==> src/rtl/iack_pkg.sv <==
package iack_pkg;
  localparam int PRIO_W = 4;

  typedef enum logic [1:0] {
    RA_TASKPRI = 2'd0,
    RA_WHOAMI  = 2'd1,
    RA_ACK     = 2'd2,
    RA_EOI     = 2'd3
  } reg_addr_e;
endpackage

==> src/rtl/iack_pick.sv <==
module iack_pick #(
  parameter int N  = 16,
  parameter int PW = 4,
  parameter int IW = (N > 1) ? $clog2(N) : 1
) (
  input  logic [N-1:0]    req,
  input  logic [N*PW-1:0] prio,
  output logic            found,
  output logic [IW-1:0]   idx,
  output logic [PW-1:0]   best
);
  // Strictly greater comparison keeps the lowest index on ties.
  always_comb begin
    found = 1'b0;
    idx   = '0;
    best  = '0;
    for (int i = 0; i < N; i++) begin
      if (req[i] && (!found || (prio[i*PW +: PW] > best))) begin
        found = 1'b1;
        idx   = IW'(i);
        best  = prio[i*PW +: PW];
      end
    end
  end
endmodule

==> src/rtl/iack_core.sv <==
module iack_core #(
  parameter int          NUM_SRC  = 16,
  parameter int          VEC_W    = 16,
  parameter logic [VEC_W-1:0] VEC_MASK = '1,
  parameter int          IW       = (NUM_SRC > 1) ? $clog2(NUM_SRC) : 1
) (
  input  logic                     clk,
  input  logic                     rst_ni,
  input  logic                     raise_valid,
  input  logic [IW-1:0]            raise_src,
  input  logic                     ack_rd,
  input  logic                     eoi_wr,
  input  logic                     tpr_wr,
  input  logic [iack_pkg::PRIO_W-1:0] tpr_wdata,
  input  logic [NUM_SRC*iack_pkg::PRIO_W-1:0] src_prio,
  input  logic [NUM_SRC*VEC_W-1:0] src_vec,
  input  logic [NUM_SRC-1:0]       src_active,
  input  logic [NUM_SRC-1:0]       src_level,
  output logic                     int_o,
  output logic [iack_pkg::PRIO_W-1:0] tpr_o,
  output logic [VEC_W-1:0]         ack_vec,
  output logic [NUM_SRC-1:0]       act_set,
  output logic [NUM_SRC-1:0]       act_clr,
  output logic [NUM_SRC-1:0]       pend_clr
);
  import iack_pkg::*;

  localparam int PW = PRIO_W;
  localparam logic [NUM_SRC-1:0] ONE_HOT0 = NUM_SRC'(1);
  localparam logic [VEC_W-1:0]   SPUR_VEC = VEC_MASK;
  localparam logic [PW-1:0]      TPR_RST  = '1;

  logic [NUM_SRC-1:0] raised_q, raised_d;
  logic [NUM_SRC-1:0] insvc_q, insvc_d;
  logic [PW-1:0]      tpr_q, tpr_d;
  logic               int_q, int_d;

  // best raised source
  logic          r_found;
  logic [IW-1:0] r_idx;
  logic [PW-1:0] r_best;
  // best in-service source
  logic          s_found;
  logic [IW-1:0] s_idx;
  logic [PW-1:0] s_best;
  // best in-service source left after retiring s_idx
  logic          l_found;
  logic [IW-1:0] l_idx;
  logic [PW-1:0] l_best;

  logic [NUM_SRC-1:0] r_oh, s_oh, insvc_left, rs_oh;
  logic [PW-1:0]      rs_prio;
  logic               raise_ok, raise_fire;
  logic               ack_good, eoi_fire;
  logic               sel_level, sel_active;

  iack_pick #(.N(NUM_SRC), .PW(PW), .IW(IW)) u_pick_raised (
    .req(raised_q), .prio(src_prio), .found(r_found), .idx(r_idx), .best(r_best)
  );

  iack_pick #(.N(NUM_SRC), .PW(PW), .IW(IW)) u_pick_insvc (
    .req(insvc_q), .prio(src_prio), .found(s_found), .idx(s_idx), .best(s_best)
  );

  iack_pick #(.N(NUM_SRC), .PW(PW), .IW(IW)) u_pick_left (
    .req(insvc_left), .prio(src_prio), .found(l_found), .idx(l_idx), .best(l_best)
  );

  // ---------------- decode of the raise path ----------------
  always_comb begin
    rs_prio    = src_prio[int'(raise_src)*PW +: PW];
    raise_ok   = raise_valid && (rs_prio > tpr_q);
    rs_oh      = raise_ok ? (ONE_HOT0 << raise_src) : '0;
    raise_fire = raise_ok
                 && (!s_found || (rs_prio > s_best))
                 && (!r_found || (rs_prio >= r_best));
  end

  // ---------------- decode of acknowledge / end-of-interrupt ----------------
  always_comb begin
    r_oh       = r_found ? (ONE_HOT0 << r_idx) : '0;
    s_oh       = s_found ? (ONE_HOT0 << s_idx) : '0;
    insvc_left = insvc_q & ~s_oh;
    sel_active = src_active[r_idx];
    sel_level  = src_level[r_idx];
    ack_good   = r_found && sel_active && (r_best > tpr_q);
    ack_vec    = ack_good ? (src_vec[int'(r_idx)*VEC_W +: VEC_W] & VEC_MASK)
                          : SPUR_VEC;
    eoi_fire   = r_found && (!l_found || (r_best > l_best));
  end

  // ---------------- source attribute pulses ----------------
  always_comb begin
    act_set  = rs_oh;
    act_clr  = '0;
    pend_clr = '0;
    if (ack_rd && r_found) begin
      if (!ack_good || !sel_level) act_clr  = r_oh;
      if (!sel_level)              pend_clr = r_oh;
    end
  end

  // ---------------- next state ----------------
  always_comb begin
    raised_d = raised_q;
    insvc_d  = insvc_q;
    int_d    = int_q;
    tpr_d    = tpr_q;

    if (ack_rd)             raised_d = raised_d & ~r_oh;
    raised_d = raised_d | rs_oh;

    if (eoi_wr)             insvc_d = insvc_d & ~s_oh;
    if (ack_rd && ack_good) insvc_d = insvc_d | r_oh;

    if (raise_fire)         int_d = 1'b1;
    if (eoi_wr)             int_d = eoi_fire || raise_fire;
    if (ack_rd)             int_d = 1'b0;

    if (tpr_wr)             tpr_d = tpr_wdata;
  end

  // ---------------- registers ----------------
  always_ff @(posedge clk or negedge rst_ni) begin
    if (!rst_ni) begin
      raised_q <= '0;
      insvc_q  <= '0;
      int_q    <= 1'b0;
    end else begin
      raised_q <= raised_d;
      insvc_q  <= insvc_d;
      int_q    <= int_d;
    end
  end

  always_ff @(posedge clk or negedge rst_ni) begin
    if (!rst_ni) begin
      tpr_q <= TPR_RST;
    end else if (tpr_wr) begin
      tpr_q <= tpr_d;
    end
  end

  assign int_o = int_q;
  assign tpr_o = tpr_q;

  // ---------------- assertions ----------------

  ack_drop_chk: assert property (@(posedge clk) disable iff (!rst_ni)
    ack_rd |=> !int_o);


  low_raise_chk: assert property (@(posedge clk) disable iff (!rst_ni)
    (raise_valid && !ack_rd && !eoi_wr && (rs_prio <= tpr_q))
      |=> ($stable(raised_q) && $stable(int_q)));


  tpr_keep_chk: assert property (@(posedge clk) disable iff (!rst_ni)
    tpr_wr |=> (tpr_q == $past(tpr_wdata)));


  eoi_retire_chk: assert property (@(posedge clk) disable iff (!rst_ni)
    (eoi_wr && s_found && !ack_rd) |=> !insvc_q[$past(s_idx)]);


  left_pick_chk: assert property (@(posedge clk) disable iff (!rst_ni)
    l_found |-> (insvc_q[l_idx] && (l_idx != s_idx) && (l_best <= s_best)));


  pend_sub_chk: assert property (@(posedge clk) disable iff (!rst_ni)
    ((pend_clr & ~act_clr) == '0) && $onehot0(act_clr));


  ack_leave_chk: assert property (@(posedge clk) disable iff (!rst_ni)
    (ack_rd && r_found && !raise_valid) |=> !raised_q[$past(r_idx)]);
endmodule

==> src/rtl/iack_ctrl.sv <==
module iack_ctrl #(
  parameter int               NUM_SRC  = 16,
  parameter int               VEC_W    = 16,
  parameter logic [VEC_W-1:0] VEC_MASK = '1,
  parameter int               CPU_ID   = 0,
  parameter int               IW       = (NUM_SRC > 1) ? $clog2(NUM_SRC) : 1
) (
  input  logic                     clk,
  input  logic                     rst_n,
  input  logic                     raise_valid,
  input  logic [IW-1:0]            raise_src,
  input  logic [NUM_SRC*4-1:0]     src_prio,
  input  logic [NUM_SRC*VEC_W-1:0] src_vec,
  input  logic [NUM_SRC-1:0]       src_active,
  input  logic [NUM_SRC-1:0]       src_level,
  input  logic                     reg_rd,
  input  logic                     reg_wr,
  input  logic [1:0]               reg_addr,
  input  logic [31:0]              reg_wdata,
  output logic [31:0]              reg_rdata,
  output logic                     reg_rvalid,
  output logic                     int_o,
  output logic [NUM_SRC-1:0]       act_set,
  output logic [NUM_SRC-1:0]       act_clr,
  output logic [NUM_SRC-1:0]       pend_clr
);
  import iack_pkg::*;

  localparam logic [31:0] ID_WORD = 32'(CPU_ID);

  // reset: asserted asynchronously, released on the clock
  logic [1:0] rst_sync_q;
  logic       rst_core_n;

  always_ff @(posedge clk or negedge rst_n) begin
    if (!rst_n) rst_sync_q <= 2'b00;
    else        rst_sync_q <= {rst_sync_q[0], 1'b1};
  end
  assign rst_core_n = rst_sync_q[1];

  reg_addr_e addr;
  logic ack_rd, eoi_wr, tpr_wr;
  logic [PRIO_W-1:0] tpr;
  logic [VEC_W-1:0]  ack_vec;
  logic [31:0]       rdata_q, rdata_d;
  logic              rvalid_q;
  logic              unused_wdata;

  assign addr         = reg_addr_e'(reg_addr);
  assign ack_rd       = reg_rd && (addr == RA_ACK);
  assign eoi_wr       = reg_wr && (addr == RA_EOI);
  assign tpr_wr       = reg_wr && (addr == RA_TASKPRI);
  assign unused_wdata = ^reg_wdata[31:PRIO_W];

  iack_core #(
    .NUM_SRC(NUM_SRC), .VEC_W(VEC_W), .VEC_MASK(VEC_MASK), .IW(IW)
  ) u_core (
    .clk        (clk),
    .rst_ni     (rst_core_n),
    .raise_valid(raise_valid),
    .raise_src  (raise_src),
    .ack_rd     (ack_rd),
    .eoi_wr     (eoi_wr),
    .tpr_wr     (tpr_wr),
    .tpr_wdata  (reg_wdata[PRIO_W-1:0]),
    .src_prio   (src_prio),
    .src_vec    (src_vec),
    .src_active (src_active),
    .src_level  (src_level),
    .int_o      (int_o),
    .tpr_o      (tpr),
    .ack_vec    (ack_vec),
    .act_set    (act_set),
    .act_clr    (act_clr),
    .pend_clr   (pend_clr)
  );

  always_comb begin
    unique case (addr)
      RA_TASKPRI: rdata_d = 32'(tpr);
      RA_WHOAMI:  rdata_d = ID_WORD;
      RA_ACK:     rdata_d = 32'(ack_vec);
      default:    rdata_d = '0;
    endcase
  end

  always_ff @(posedge clk or negedge rst_core_n) begin
    if (!rst_core_n) begin
      rdata_q  <= '0;
      rvalid_q <= 1'b0;
    end else begin
      rvalid_q <= reg_rd;
      if (reg_rd) rdata_q <= rdata_d;
    end
  end

  assign reg_rdata  = rdata_q;
  assign reg_rvalid = rvalid_q;


  eoi_zero_chk: assert property (@(posedge clk) disable iff (!rst_core_n)
    (reg_rd && (addr == RA_EOI)) |=> (reg_rvalid && (reg_rdata == '0)));


  rst_quiet_chk: assert property (@(posedge clk)
    !rst_core_n |=> !int_o);
endmodule

==> config.mk <==
export PLATFORM = sky130hd
export DESIGN_NAME = iack_ctrl
export DESIGN_NICKNAME = d
export VERILOG_FILES = /design/src/rtl/iack_pkg.sv /design/src/rtl/iack_pick.sv /design/src/rtl/iack_core.sv /design/src/rtl/iack_ctrl.sv
export SDC_FILE = /design/constraint.sdc
export NUM_CORES = 1
export LEC_CHECK = 0
export ABC_AREA = 1
export BUFFER_PORTS_ARGS = -buffer_cell sky130_fd_sc_hd__buf_4
export CAP_MARGIN = 20
export CORE_AREA = 2 2 186 188
export CTS_BUF_LIST = sky130_fd_sc_hd__clkbuf_8 sky130_fd_sc_hd__clkbuf_16
export DETAILED_ROUTE_END_ITERATION = 8
export DIE_AREA = 0 0 188 190
export PLACE_DENSITY = 0.66
export RECOVER_POWER = 25
export SLEW_MARGIN = 20
export SYNTH_ARGS = -nofsm -noshare
export SYNTH_HDL_FRONTEND = slang
export SYNTH_SLANG_ARGS = --single-unit
==> constraint.sdc <==
create_clock -name clk -period 29.3 [get_ports clk]
set_clock_uncertainty 0.2 [all_clocks]
set_input_delay 2.93 -clock clk [delete_from_list [all_inputs] [get_ports clk]]
set_output_delay 2.93 -clock clk [all_outputs]
set_load 0.01 [all_outputs]
==> results.ini <==
[status]
outcome = complete, but fails checks
violations = capacitance limit, slew limit, setup timing

[route]
drtIter0Drc = 1434
vias_per_cell = 5.52
avgRoutedWirePerCell_um = 19.3
ant_nets = 0
firstDrtPassIters = 5
wl_um = 65300
drc = 0
vias = 18700

[global_route]
top_usage_layer = met2
grtUsageMet1_pct = 45.2
grt_use_total_pct = 35.4
grt_overflow = 0
grt_pass1_vias = 18100
antenna_found_initial = 1
met2_usage_pct = 60.6
grt_max_degree = 69
grt_util_met3_pct = 5.64
grt_pass1_wl_um = 100000

[hold_path]
min_delay_worst_endpoint = rst_sync_q[1]
min_from = rst_sync_q[0]
holdPathStages = 0
hp-class = reg2reg

[timing]
hold_viol_final = 0
worst-slew-pin-transition_ps = 3290
slew_violations = 55
min_period_over_period_pct = 121
report.final.setup_viol = 1
fin_crit_ps = 35330
maxSlewHeadroom_pct = -119
rsz0062_at_grt = yes
max_freq_mhz = 28.3
worst_slack_ps = -6030

[floorplan]
die_w_um = 188
die_y_um = 190
die_area_mm2 = 0.0357
row_count = 68
core_area_mm2 = 0.0339
start_util_pct = 39.4
io_pins = 477

[final_layout]
final_core_util_pct = 58.2
final_net_count = 3500
n_fill_cell = 3349
syn_to_final_growth_pct = 47.9
fin_area_mm2 = 0.0198
final_cells = 3379
drive_gt1_share_pct = 32.0
diodes = 0

[yosys]
synth_edf_count = 0
yosys.area.top_type = nand2_1
synthFlopType = dfrtp_1
async_flop_share_pct = 100
synth-seq-cells = 56
synth_cell_type_count = 52
synth.most_common_cell = nand2_1
syn_area_mm2 = 0.0134
netlist.area_leader.share_pct = 17.6
synth_area_leaders = nand2_1, ha_1, dfrtp_1
netlist_instances = 2254
syn_area_per_cell_um2 = 5.93
yosysWarnings = 0
ys_seq_area_share_pct = 10.5
synth_common_cells = nand2_1, inv_1, o21ai_0, ha_1, nand3_1

[critical_path]
cp_max_fo = 8
reg2regPathDepth = 313
critPathMaxStageDelay_ps = 330
cpMostUsedCell = nand2_1
cp-start-kind = primary input
timing.rr.end = u_core.int_o
critPathSlowestCell = ha_1
worstSetupPathType = in2reg
end_kind = flop
r2r-start = u_core.insvc_q[0]
worstPathRequired_ps = 29310
crit_arrival_ps = 35340
r2r_slack_ps = -3870

[clock_tree]
h-tree-depth = 2
cts_tree = built
cts_sinks = 56
path_clk_slew_ps = 90
postCtsHoldBufs = 0
clock_path_buffers = 2
insertion_delay_ps = 320
cts_buffers = 5
clock_tree.root_cell = clkbuf_16

[place]
port_buffers = 432
dpl.cell_count = 3326
place_area_mm2 = 0.0189
dp_hpwl_um = 53800
gp_congestion = 0.986

[job]
maxCapViolCount = 1

-- stage by stage --
stage / hold slack [ps] / TNS (ps) / setup WS, ps
2_1_floorplan: 131 / -3730 / -3730
3_3_place_gp: 135 / -5610 / -5610
3_5_place_dp: 140 / -6790 / -6790
4_1_cts: 160 / -5800 / -5800
5_1_grt: 184 / -11220 / -9380
6_report: 158 / -6030 / -6030
-- registers in the layout, indices dropped and copies added (netlist names) --
register         flops
reg_rdata           16
u_core.insvc_q      16
u_core.int_o         1
u_core.tpr_o         4
rst_sync_q           2
u_core.raised_q     16
reg_rvalid           1
-- logic make-up (layout without fill, tap and decap cells) --
| logic type | after synthesis | in the layout | synth area share [%] |
|---|---|---|---|
| and+or+nand+nor | 1096 | 1099 | 35.5 |
| AOI/OAI and AO/OA | 513 | 513 | 24.5 |
| buffers and inverters | 404 | 1056 | 12.2 |
| adders and majority gates | 182 | 182 | 17.0 |
| DFF | 56 | 56 | 10.5 |
| other | 2 | 17 | 0.0562 |
| muxes | 1 | 1 | 0.0842 |
-- critical path, delay by kind of cell --
kind                       cells  cell delay, ps
buffers and inverters         40            2330
adders and majority gates     31            8730
and+or+nand+nor              173           14010
AOI/OAI and AO/OA             70            7230
-- placed cells by master (no fill, tap or decap), types with 8 or more instances in the layout --
cell,n
buf_4,728
nand2_1,597
inv_1,292
ha_1,171
nand3_1,164
nor2_1,161
o21ai_0,153
a221oi_1,69
nand2_2,60
nand4_1,53
dfrtp_1,51
a21oi_1,44
o21ai_1,37
o21bai_1,35
o21ai_2,30
o211ai_1,26
nand2_4,25
o22ai_1,24
inv_2,19
conb_1,17
a31oi_1,14
ha_4,10
nor3_1,9
a22o_1,9
a32o_1,9
a21oi_2,8
nand3_2,8
o21a_1,8
-- repair_timing --
item / in CTS / in global routing
gates cloned: 3 / 0
endpoints found under the setup margin: 1 / 33
endpoints found under the hold margin: 0 / 0
gates resized for setup: 53 / 56
setup buffers: 37 / 5
pin swaps: 79 / 36
-- cell type report --
cell class                      instances  area, µm²  area share [%]
Timing Repair Buffer                  734       5540            28.0
Tap cell                              455        569            2.88
Inverter                              314       1180            5.98
Multi-Input combinational cell       1812      10900            55.3
Clock buffer                            5        125           0.633
Clock inverter                          3       22.5           0.114
Sequential cell                        56       1410            7.12
-- layer usage --
layer,vias to the layer above,share of wire [%]
met1,8731,41
met2,783,47
met5,-,0.024
met3,136,8.0
li1,9005,-
met4,2,3.8
-- worst max-delay path by stage --
stage	startpoint	endpoint	slack, ps	cells past startpoint
after global placement	src_prio[1]	u_core.int_o	-5610	301
final	src_prio[2]	u_core.int_o	-6030	314
after detailed placement	src_prio[1]	u_core.int_o	-6790	308
after floorplan	src_prio[3]	u_core.int_o	-3730	316
after global routing	src_prio[2]	u_core.int_o	-9380	316
after CTS	src_prio[2]	u_core.int_o	-5800	318
Power is not shown: default switching activity piles up to over one toggle a cycle in this logic, so the estimate is an artifact.
